[config.mk]
export PLATFORM = sky130hd
export DESIGN_NAME = warp_barrier_reduce
export DESIGN_NICKNAME = d
export VERILOG_FILES = /design/src/rtl/wbr_pkg.sv /design/src/rtl/wbr_lane_fold.sv /design/src/rtl/wbr_arrival_track.sv /design/src/rtl/warp_barrier_reduce.sv
export SDC_FILE = /design/constraint.sdc
export NUM_CORES = 1
export LEC_CHECK = 0
export ABC_AREA = 1
export ABC_CLOCK_PERIOD_IN_PS = 2100
export BUFFER_PORTS_ARGS = -buffer_cell sky130_fd_sc_hd__clkbuf_2
export CAP_MARGIN = 20
export CORE_MARGIN = 2
export CORE_UTILIZATION = 45
export CTS_CLUSTER_SIZE = 12
export DETAILED_ROUTE_END_ITERATION = 10
export PLACE_DENSITY = 0.66
export SYNTH_ARGS = -nofsm -noshare
export SYNTH_HDL_FRONTEND = slang
export SYNTH_SLANG_ARGS = --single-unit
[constraint.sdc]
create_clock -name clk_i -period 2.1 [get_ports clk_i]
set_input_delay 0 -clock clk_i [delete_from_list [all_inputs] [get_ports clk_i]]
set_output_delay 0 -clock clk_i [all_outputs]
set_load 0.05 [all_outputs]
[src/rtl/wbr_pkg.sv]
package wbr_pkg;

    typedef enum logic [1:0] {
        WBR_COUNT = 2'b00,
        WBR_ALL   = 2'b01,
        WBR_ANY   = 2'b10,
        WBR_RSVD  = 2'b11
    } wbr_kind_e;

endpackage

[src/rtl/wbr_lane_fold.sv]
module wbr_lane_fold #(
    parameter int LANES = 32,
    localparam int PW   = $clog2(LANES + 1)
) (
    input  logic [LANES-1:0] pred_i,
    input  logic [LANES-1:0] mask_i,
    output logic [PW-1:0]    pop_o,
    output logic             all_o,
    output logic             any_o
);

    logic [LANES-1:0] hit;
    logic [LANES-1:0] ok;

    for (genvar l = 0; l < LANES; l++) begin : g_lane
        assign hit[l] = pred_i[l] & mask_i[l];
        assign ok[l]  = pred_i[l] | ~mask_i[l];
    end

    always_comb begin
        pop_o = '0;
        for (int l = 0; l < LANES; l++) begin
            pop_o = pop_o + PW'(hit[l]);
        end
    end

    assign all_o = &ok;
    assign any_o = |hit;

endmodule

[src/rtl/wbr_arrival_track.sv]
module wbr_arrival_track #(
    parameter int MAX_WARPS = 32,
    localparam int IDW      = $clog2(MAX_WARPS),
    localparam int WW       = $clog2(MAX_WARPS + 1)
) (
    input  logic           clk_i,
    input  logic           rst_ni,
    input  logic           launch_i,
    input  logic [WW-1:0]  launch_warps_i,
    input  logic           arr_valid_i,
    input  logic [IDW-1:0] arr_warp_i,
    output logic           accept_o,
    output logic           dup_o,
    output logic           last_o
);

    typedef struct packed {
        logic [MAX_WARPS-1:0] seen;
        logic [WW-1:0]        cnt;
        logic [WW-1:0]        limit;
    } trk_t;

    trk_t trk_d, trk_q;
    logic in_range;
    logic already;

    assign in_range = WW'(arr_warp_i) < trk_q.limit;
    assign already  = trk_q.seen[arr_warp_i];

    always_comb begin
        trk_d    = trk_q;
        accept_o = 1'b0;
        dup_o    = 1'b0;
        last_o   = 1'b0;
        if (launch_i) begin
            trk_d.seen = '0;
            trk_d.cnt  = '0;
            if (launch_warps_i == '0) begin
                trk_d.limit = WW'(1);
            end else if (launch_warps_i > WW'(MAX_WARPS)) begin
                trk_d.limit = WW'(MAX_WARPS);
            end else begin
                trk_d.limit = launch_warps_i;
            end
        end else if (arr_valid_i && in_range) begin
            if (already) begin
                dup_o = 1'b1;
            end else begin
                accept_o = 1'b1;
                if (trk_q.cnt + WW'(1) == trk_q.limit) begin
                    last_o     = 1'b1;
                    trk_d.seen = '0;
                    trk_d.cnt  = '0;
                end else begin
                    trk_d.seen[arr_warp_i] = 1'b1;
                    trk_d.cnt              = trk_q.cnt + WW'(1);
                end
            end
        end
    end

    always_ff @(posedge clk_i or negedge rst_ni) begin
        if (!rst_ni) begin
            trk_q.seen  <= '0;
            trk_q.cnt   <= '0;
            trk_q.limit <= WW'(MAX_WARPS);
        end else begin
            trk_q <= trk_d;
        end
    end

    AST_CNT_BELOW_LIMIT: assert property (@(posedge clk_i) disable iff (!rst_ni)
        trk_q.cnt < trk_q.limit);

    AST_SEEN_MATCHES_CNT: assert property (@(posedge clk_i) disable iff (!rst_ni)
        $countones(trk_q.seen) == int'(trk_q.cnt));

endmodule

[src/rtl/warp_barrier_reduce.sv]
module warp_barrier_reduce
    import wbr_pkg::*;
#(
    parameter int LANES     = 32,
    parameter int MAX_WARPS = 32,
    localparam int IDW      = $clog2(MAX_WARPS),
    localparam int WW       = $clog2(MAX_WARPS + 1),
    localparam int PW       = $clog2(LANES + 1),
    localparam int CW       = $clog2(MAX_WARPS * LANES + 1)
) (
    input  logic             clk_i,
    input  logic             rst_ni,
    input  logic             launch_i,
    input  logic [WW-1:0]    launch_warps_i,
    input  logic             arr_valid_i,
    input  logic [IDW-1:0]   arr_warp_i,
    input  logic [1:0]       arr_mode_i,
    input  logic [LANES-1:0] arr_pred_i,
    input  logic [LANES-1:0] arr_mask_i,
    output logic             release_o,
    output logic [CW-1:0]    result_o,
    output logic             mismatch_o,
    output logic             dup_o
);

    typedef struct packed {
        logic [CW-1:0] count;
        logic          all_ok;
        logic          any_hit;
        wbr_kind_e     kind;
        logic          busy;
        logic          mism;
        logic          dup;
        logic          rel;
        logic [CW-1:0] res;
    } acc_t;

    acc_t acc_d, acc_q;

    logic [PW-1:0] w_pop;
    logic          w_all, w_any;
    logic          accept, dup_hit, last;

    wbr_lane_fold #(.LANES(LANES)) u_fold (
        .pred_i (arr_pred_i),
        .mask_i (arr_mask_i),
        .pop_o  (w_pop),
        .all_o  (w_all),
        .any_o  (w_any)
    );

    wbr_arrival_track #(.MAX_WARPS(MAX_WARPS)) u_track (
        .clk_i          (clk_i),
        .rst_ni         (rst_ni),
        .launch_i       (launch_i),
        .launch_warps_i (launch_warps_i),
        .arr_valid_i    (arr_valid_i),
        .arr_warp_i     (arr_warp_i),
        .accept_o       (accept),
        .dup_o          (dup_hit),
        .last_o         (last)
    );

    wbr_kind_e     in_kind, eff_kind;
    logic [CW-1:0] cnt_new;
    logic          all_new, any_new;

    always_comb begin
        in_kind  = wbr_kind_e'(arr_mode_i);
        eff_kind = acc_q.busy ? acc_q.kind : in_kind;
        cnt_new  = acc_q.count + CW'(w_pop);
        all_new  = acc_q.all_ok & w_all;
        any_new  = acc_q.any_hit | w_any;

        acc_d     = acc_q;
        acc_d.rel = 1'b0;
        acc_d.res = '0;
        if (launch_i) begin
            acc_d.count   = '0;
            acc_d.all_ok  = 1'b1;
            acc_d.any_hit = 1'b0;
            acc_d.kind    = WBR_COUNT;
            acc_d.busy    = 1'b0;
            acc_d.mism    = 1'b0;
            acc_d.dup     = 1'b0;
        end else if (dup_hit) begin
            acc_d.dup = 1'b1;
        end else if (accept) begin
            if (acc_q.busy && in_kind != acc_q.kind) begin
                acc_d.mism = 1'b1;
            end
            if (last) begin
                acc_d.rel = 1'b1;
                unique case (eff_kind)
                    WBR_ALL: acc_d.res = CW'(all_new);
                    WBR_ANY: acc_d.res = CW'(any_new);
                    default: acc_d.res = cnt_new;
                endcase
                acc_d.count   = '0;
                acc_d.all_ok  = 1'b1;
                acc_d.any_hit = 1'b0;
                acc_d.kind    = WBR_COUNT;
                acc_d.busy    = 1'b0;
            end else begin
                acc_d.count   = cnt_new;
                acc_d.all_ok  = all_new;
                acc_d.any_hit = any_new;
                acc_d.kind    = eff_kind;
                acc_d.busy    = 1'b1;
            end
        end
    end

    always_ff @(posedge clk_i or negedge rst_ni) begin
        if (!rst_ni) begin
            acc_q.count   <= '0;
            acc_q.all_ok  <= 1'b1;
            acc_q.any_hit <= 1'b0;
            acc_q.kind    <= WBR_COUNT;
            acc_q.busy    <= 1'b0;
            acc_q.mism    <= 1'b0;
            acc_q.dup     <= 1'b0;
            acc_q.rel     <= 1'b0;
            acc_q.res     <= '0;
        end else begin
            acc_q <= acc_d;
        end
    end

    assign release_o  = acc_q.rel;
    assign result_o   = acc_q.res;
    assign mismatch_o = acc_q.mism;
    assign dup_o      = acc_q.dup;

    AST_RELEASE_NEEDS_ARRIVAL: assert property (@(posedge clk_i) disable iff (!rst_ni)
        release_o |-> $past(arr_valid_i && !launch_i));

    AST_RESULT_ZERO_IDLE: assert property (@(posedge clk_i) disable iff (!rst_ni)
        !release_o |-> result_o == '0);

    AST_COUNT_BOUND: assert property (@(posedge clk_i) disable iff (!rst_ni)
        int'(result_o) <= MAX_WARPS * LANES);

    AST_MISMATCH_STICKY: assert property (@(posedge clk_i) disable iff (!rst_ni)
        (mismatch_o && !launch_i) |=> mismatch_o);

    AST_DUP_STICKY: assert property (@(posedge clk_i) disable iff (!rst_ni)
        (dup_o && !launch_i) |=> dup_o);

    AST_LAUNCH_CLEARS: assert property (@(posedge clk_i) disable iff (!rst_ni)
        launch_i |=> (!mismatch_o && !dup_o && !release_o));

endmodule

==> results of run 1 <==
-- sequential cells by signal, indices dropped and copies added, names as in the netlist --
name	count
u_track.trk_q	44
acc_q	16
result_o	11
dup_o	1
mismatch_o	1
release_o	1
-- power breakdown --
part / internal, mW / leakage [nW] / total, mW / switching [mW]
clock network: 1.11 / 0.163 / 1.71 / 0.607
logic: 2.65 / 2.78 / 5.54 / 2.90
registers: 1.54 / 1.01 / 1.63 / 0.0829
-- tightest hold or removal path, delay by kind of cell --
kind	cells	cell delay, ns
AOI/OAI and AO/OA	2	0.21
buffers and inverters	1	0.09
-- logic make-up (layout without fill, tap and decap cells) --
group	Yosys count	after routing
XOR/XNOR	15	15
flip-flops	74	74
adder cells (fa/ha/maj)	49	49
buffers and inverters	176	318
AO/OA/AOI/OAI	132	132
AND/OR/NAND/NOR	370	370
-- routing by layer --
metal	routed length [µm]	up-vias	track usage [%]
li1	-	2833	-
met1	6960	2508	31.2
met2	7040	138	36.2
met3	739	22	3.63
met4	225	0	6.25
met5	0	-	0
-- through the flow --
| stage | instance area [µm²] | power [mW] | worst slack (ns) |
|---|---|---|---|
| floorplan | 5890 | 4.76 | -3.12 |
| global placement | 6810 | 6.29 | -3.42 |
| detailed placement | 6810 | 6.43 | -3.51 |
| CTS | 7310 | 8.81 | -3.07 |
| global route | 7450 | 9.64 | -3.31 |
| finish | 7450 | 8.88 | -3.05 |
-- final timing paths --
path | endpoint | slack (ns) | depth (start not counted)
setup / recovery | acc_q[25] | -3.05 | 25
hold / removal | u_track.trk_q[0] | 0.002 | 3
setup reg to reg | result_o[4] | 0.02 | 8
hold reg to reg | dup_o | 0.48 | 2
max in group asynchronous | u_track.trk_q[5] | 1.28 | 3
min in group asynchronous | result_o[4] | 0.21 | 2
-- area by class of cell --
class,instances,area (µm²)
multi-input combinational,566,3430
timing repair buffer,160,1080
sequential,74,1850
clock buffer,12,256
inverter,142,541
fill,1191,5170
tap,172,215
clock inverter,4,73.8
-- cell usage in the layout, fill, tap and decap left out, drive strengths merged --
cell type      n
fa            25
a22oi          2
dfstp          2
a31o           1
a21o           1
dfrtp         72
o22ai          7
o21ai         74
inv          140
nand4          5
nand3b         3
clkbuf       102
dlygate4sd3    5
a21oi         20
xor2           7
o211ai        24
xnor2          8
bufinv         2
o31ai          1
nor4           1
nor3          10
and3           1
or2            2
o21a           1
buf           65
and2           1
nand3         40
nor2          67
ha            24
clkinv         4
a21boi         1
nand2        240
-- timing repair --
item	CTS	global route
hold endpoints to repair	41	0
setup endpoints to repair	22	65
setup buffers	2	3
hold buffers	5	0
resized for setup	22	32
cloned	0	1
pin swaps	9	8
==> qor.txt, run 1 <==
Status: finished with violations
Failing checks: setup timing
Largest stage delay on the critical path: 0.51 ns
Slowest cell on crit path: fa_1
Max cap viols: 0
Crit path kind: input port to register
EDFF count, synth: 0
H-tree levels: 3
Share of cells above drive strength 1: 24.4%
Layout area overhead: 27.9%
Core Region: 12600 µm²
Netlist cell types: 41
DRC: 0
Final core occ: 59.1%
Die X-Extent: 118 µm
Num CTS Buffers: 9
Initial DRT Pass Iterations: 5
Post-DP HPWL: 10.9 mm
Syn Nets: 946
Asr flop ratio synth: 100%
Routed Antenna Nets: 0
TNS Setup: -61.51 ns
Pins over their slew limit: 0
Post-synth top area cell: dfrtp_1
Final Cycle Share: 245%
Compound-gate portion of the synthesized area: 13.2%
Antenna Diode Count: 0
Die height: 118 µm
First DRT Iteration DRCs: 424
Worst Path Required: 2.33 ns
Critical path arrival: 5.38 ns
Syn Area/Cell: 7.14 µm²
Endpoint class of the critical path: register
Top cells by area, synth: dfrtp_1 31%, nand2_1 15%, inv_1 8.9%
Worst-path maximum fanout: 3
R2R Path Start: acc_q[14]
Rel. slew slack: 62.4%
First-pass GRT wire length: 25.4 mm
Synth Instances: 816
Yosys reg bits: 74
Post-synth top flop: dfrtp_1
GPL Wtd Cong: 0.865
CTS tree: built
Power per cell area: 1190 nW/µm²
Adder-cell area share of the yosys netlist: 13.7%
Syn. warnings: 0
Top cells by count, synth: 238 x nand2_1, 138 x inv_1, 72 x dfrtp_1, 64 x nor2_1, 56 x o21ai_0
Cell Area, Synth: 5830 µm²
Critical path origin: arr_pred_i[0]
Xor/xnor cell area share of the yosys netlist: 2.26%
Hold Fails Final Rpt: 0
Final hold slack: 0.00155 ns
Detailed Route WL: 15.0 mm
Post-route setup slack: -3.05 ns
RSZ-0062 raised after global routing: yes
Clock Skew: 0.00916 ns
Maximum clock frequency: 194 MHz
Hold Path Class: input port to register
Vias: 5501
Mux share of post-synthesis cell area: 0%
Max clock buf depth: 2
Initial antenna violation count: 0
Hold Startpoint: launch_warps_i[0]
Global-route usage over all layers: 22.4%
CTS Sinks: 74
Vias in the first global route: 5401
Simple-gate portion of the synthesized area: 26.0%
Overflow after GRT: 0
I/O pin cnt: 95
Largest family of logic cells by synthesized area: simple AND/OR/NAND/NOR gates
CP Launch Type: input port
Tmin final: 5.15 ns
Port-buffer cells: 94
Worst path bufs/invs: 7
Post-Place Cells: 1103
Share of the synthesized area in the top cell type: 30.9%
Row count: 41
Largest net degree at the start of global routing: 42
Most frequent cell after synthesis: nand2_1
Worst-Skew Late Latency: 0.34 ns
Crit-path most repeated cell: fa_1
CP delay by family, top: adder cells
Final net count: 1083
Worst vdd ir: 0.000921 V
Lkg Pwr: 3.95 nW
Via density per instance: 4.87
Final Setup Violations: 22
Actual slew at the worst max-slew pin: 0.564 ns
Clock root buffer master: clkbuf_16
Clock slew at reported path FFs: 0.06 ns
Die area: 13900 µm²
Seq/Total Area, Yosys: 31.8%
Final non-filler cell total: 1130
Average wire per standard cell: 13.2 µm
Starting density of the core: 46.2%
(Power assumes the default switching activity.)
==> run 2: changes to the inputs <==
--- a/config.mk
+++ b/config.mk
@@ -10,10 +10,10 @@
 export BUFFER_PORTS_ARGS = -buffer_cell sky130_fd_sc_hd__clkbuf_2
 export CAP_MARGIN = 20
 export CORE_MARGIN = 2
-export CORE_UTILIZATION = 45
+export CORE_UTILIZATION = 58
 export CTS_CLUSTER_SIZE = 12
 export DETAILED_ROUTE_END_ITERATION = 10
-export PLACE_DENSITY = 0.66
+export PLACE_DENSITY = 0.82
 export SYNTH_ARGS = -nofsm -noshare
 export SYNTH_HDL_FRONTEND = slang
 export SYNTH_SLANG_ARGS = --single-unit
==> run 2 against run 1 <==
Against the previous run: the flow still finishes with violations (setup timing); flip-flop and latch count did not move; wire length rose by 7.5%; core utilization rose by 17 points; combinational power rose by 36%; hold slack improved by 0.11 ns; sequential share of layout area rose by 0.16 points; via count rose by 6.2%; fmax fell by 5.2%; critical path depth did not move; largest cell class unchanged; largest power group unchanged.
==> qor.txt, run 2 (synthesized netlist as in run 1, its figures left out) <==
Area after DPL: 6680 µm²
Die area: 10900 µm²
Clock root buffer master: clkbuf_8
Max clock buf depth: 2
Row count: 36
FF+latch area: 1850 µm²
Worst Path Required: 2.38 ns
Most common cell after layout, fill and taps aside: nand2_1
GPL Wtd Cong: 0.889
Worst-path maximum fanout: 2
First DRT Iteration DRCs: 429
Pins over their slew limit: 0
DRC: 0
Vias: 5840
Failing checks: setup timing
Critical path arrival: 5.71 ns
CTS tree: built
Final Cycle Share: 259%
CP Launch Type: input port
Multi-input combinational cell area: 3510 µm²
Max FFs per register: 44
Starting density of the core: 59.6%
Layout area overhead: 27.1%
Die X-Extent: 104 µm
Clock slew at reported path FFs: 0.08 ns
Power per cell area: 1360 nW/µm²
Clock Skew: 0.0105 ns
Num CTS Buffers: 9
Hold Fails Final Rpt: 0
Worst-Skew Late Latency: 0.36 ns
Tmin final: 5.43 ns
Hold Path Class: input port to register
Actual slew at the worst max-slew pin: 0.614 ns
Endpoint class of the critical path: register
Worst vdd ir: 0.00130 V
First-pass GRT wire length: 24.1 mm
Post-DP HPWL: 10.2 mm
Most frequent cells in the layout: 229 x nand2_1, 127 x inv_1, 89 x clkbuf_2
Overflow after GRT: 0
Vias in the first global route: 5258
Average wire per standard cell: 14.7 µm
Status: finished with violations
Register with the most flip-flops: u_track.trk_q
# fillers: 710
Global-route usage over all layers: 27.2%
Cell area after layout: 7400 µm²
Port-buffer cells: 94
Crit path kind: input port to register
Share of cells above drive strength 1: 25.7%
Via density per instance: 5.32
Antenna Diode Count: 0
Rel. slew slack: 59.0%
Post-route setup slack: -3.33 ns
Max cap viols: 0
Routed Antenna Nets: 0
Detailed Route WL: 16.1 mm
Lkg Pwr: 3.91 nW
Initial antenna violation count: 0
Final Setup Violations: 22
Largest net degree at the start of global routing: 77
Initial DRT Pass Iterations: 6
Maximum clock frequency: 184 MHz
Total power: 10.1 mW
Core Region: 9770 µm²
Die height: 104 µm
I/O pin cnt: 95
RSZ-0062 raised after global routing: yes
H-tree levels: 3
Final net count: 1091
CTS Sinks: 74
-- run 2: where the power goes --
part	internal [mW]	switching [mW]	total, mW
sequential	1.54	0.0960	1.64
clock	0.420	0.534	0.954
combinational	3.69	3.83	7.52
-- run 2: timing repair --
action / CTS / global route
setup endpoints to repair: 23 / 64
hold endpoints to repair: 52 / 0
resized for setup: 32 / 40
buffers inserted: 7 / 9
gates cloned: 0 / 3
pin swaps: 22 / 22
hold buffers: 8 / 0
-- run 2: per-stage QoR --
step	utilization [%]	cells	hold WS [ns]	TNS (ns)	setup WS, ns
final	75.8	1098	0.115	-65.50	-3.33
after global routing	75.8	1098	0.146	-69.57	-3.51
after CTS	72.9	1086	0.102	-62.73	-3.12
after detailed placement	68.4	1056	0.0473	-71.56	-3.58
after global placement	68.4	1056	0.0446	-69.30	-3.42
after floorplan	-	816	-0.296	-62.01	-3.12
-- run 2: area by class of cell --
type,count,area share [%]
multi-input cells,566,47.4
flip-flops and latches,74,25.0
repair buffers,168,15.9
inverters,142,7.33
well taps,133,2.25
clock buffers,12,1.82
clock inverters,3,0.237
-- run 2: final timing paths --
| kind | start | endpoint | slack [ns] | depth (start not counted) |
|---|---|---|---|---|
| setup / recovery | arr_pred_i[0] | acc_q[26] | -3.33 | 25 |
| hold reg to reg | u_track.trk_q[34] | u_track.trk_q[34] | 0.50 | 2 |
| max in group asynchronous | rst_ni | acc_q[18] | 1.25 | 3 |
| min in group asynchronous | rst_ni | acc_q[24] | 0.20 | 2 |
| setup reg to reg | u_track.trk_q[4] | result_o[2] | -0.02 | 11 |
| hold / removal | arr_mode_i[0] | acc_q[15] | 0.12 | 3 |
-- run 2: layer usage --
metal  global-route usage (%)  vias up  routed length (µm)
met1                     36.0     2686                6600
met2                     46.6      278                7970
met5                        0        -                   0
met4                     7.34        0                 399
met3                     4.45       45                1130
li1                         -     2831                   -
-- run 2: worst max-delay path, stage by stage --
cell and delay, ns:
buf_8 0.10, nand2_4 0.06, inv_2 0.04, ha_4 0.25
inv_2 0.03, fa_1 0.50, fa_1 0.43, fa_1 0.51
fa_1 0.43, fa_1 0.49, inv_1 0.05, fa_1 0.49
fa_2 0.21, inv_2 0.04, fa_2 0.37, o21ai_2 0.19
xor2_1 0.25, ha_1 0.29, a21o_1 0.23, a22oi_2 0.17
nand2_1 0.10, buf_4 0.14, xor2_1 0.13, inv_1 0.07
o21ai_1 0.13
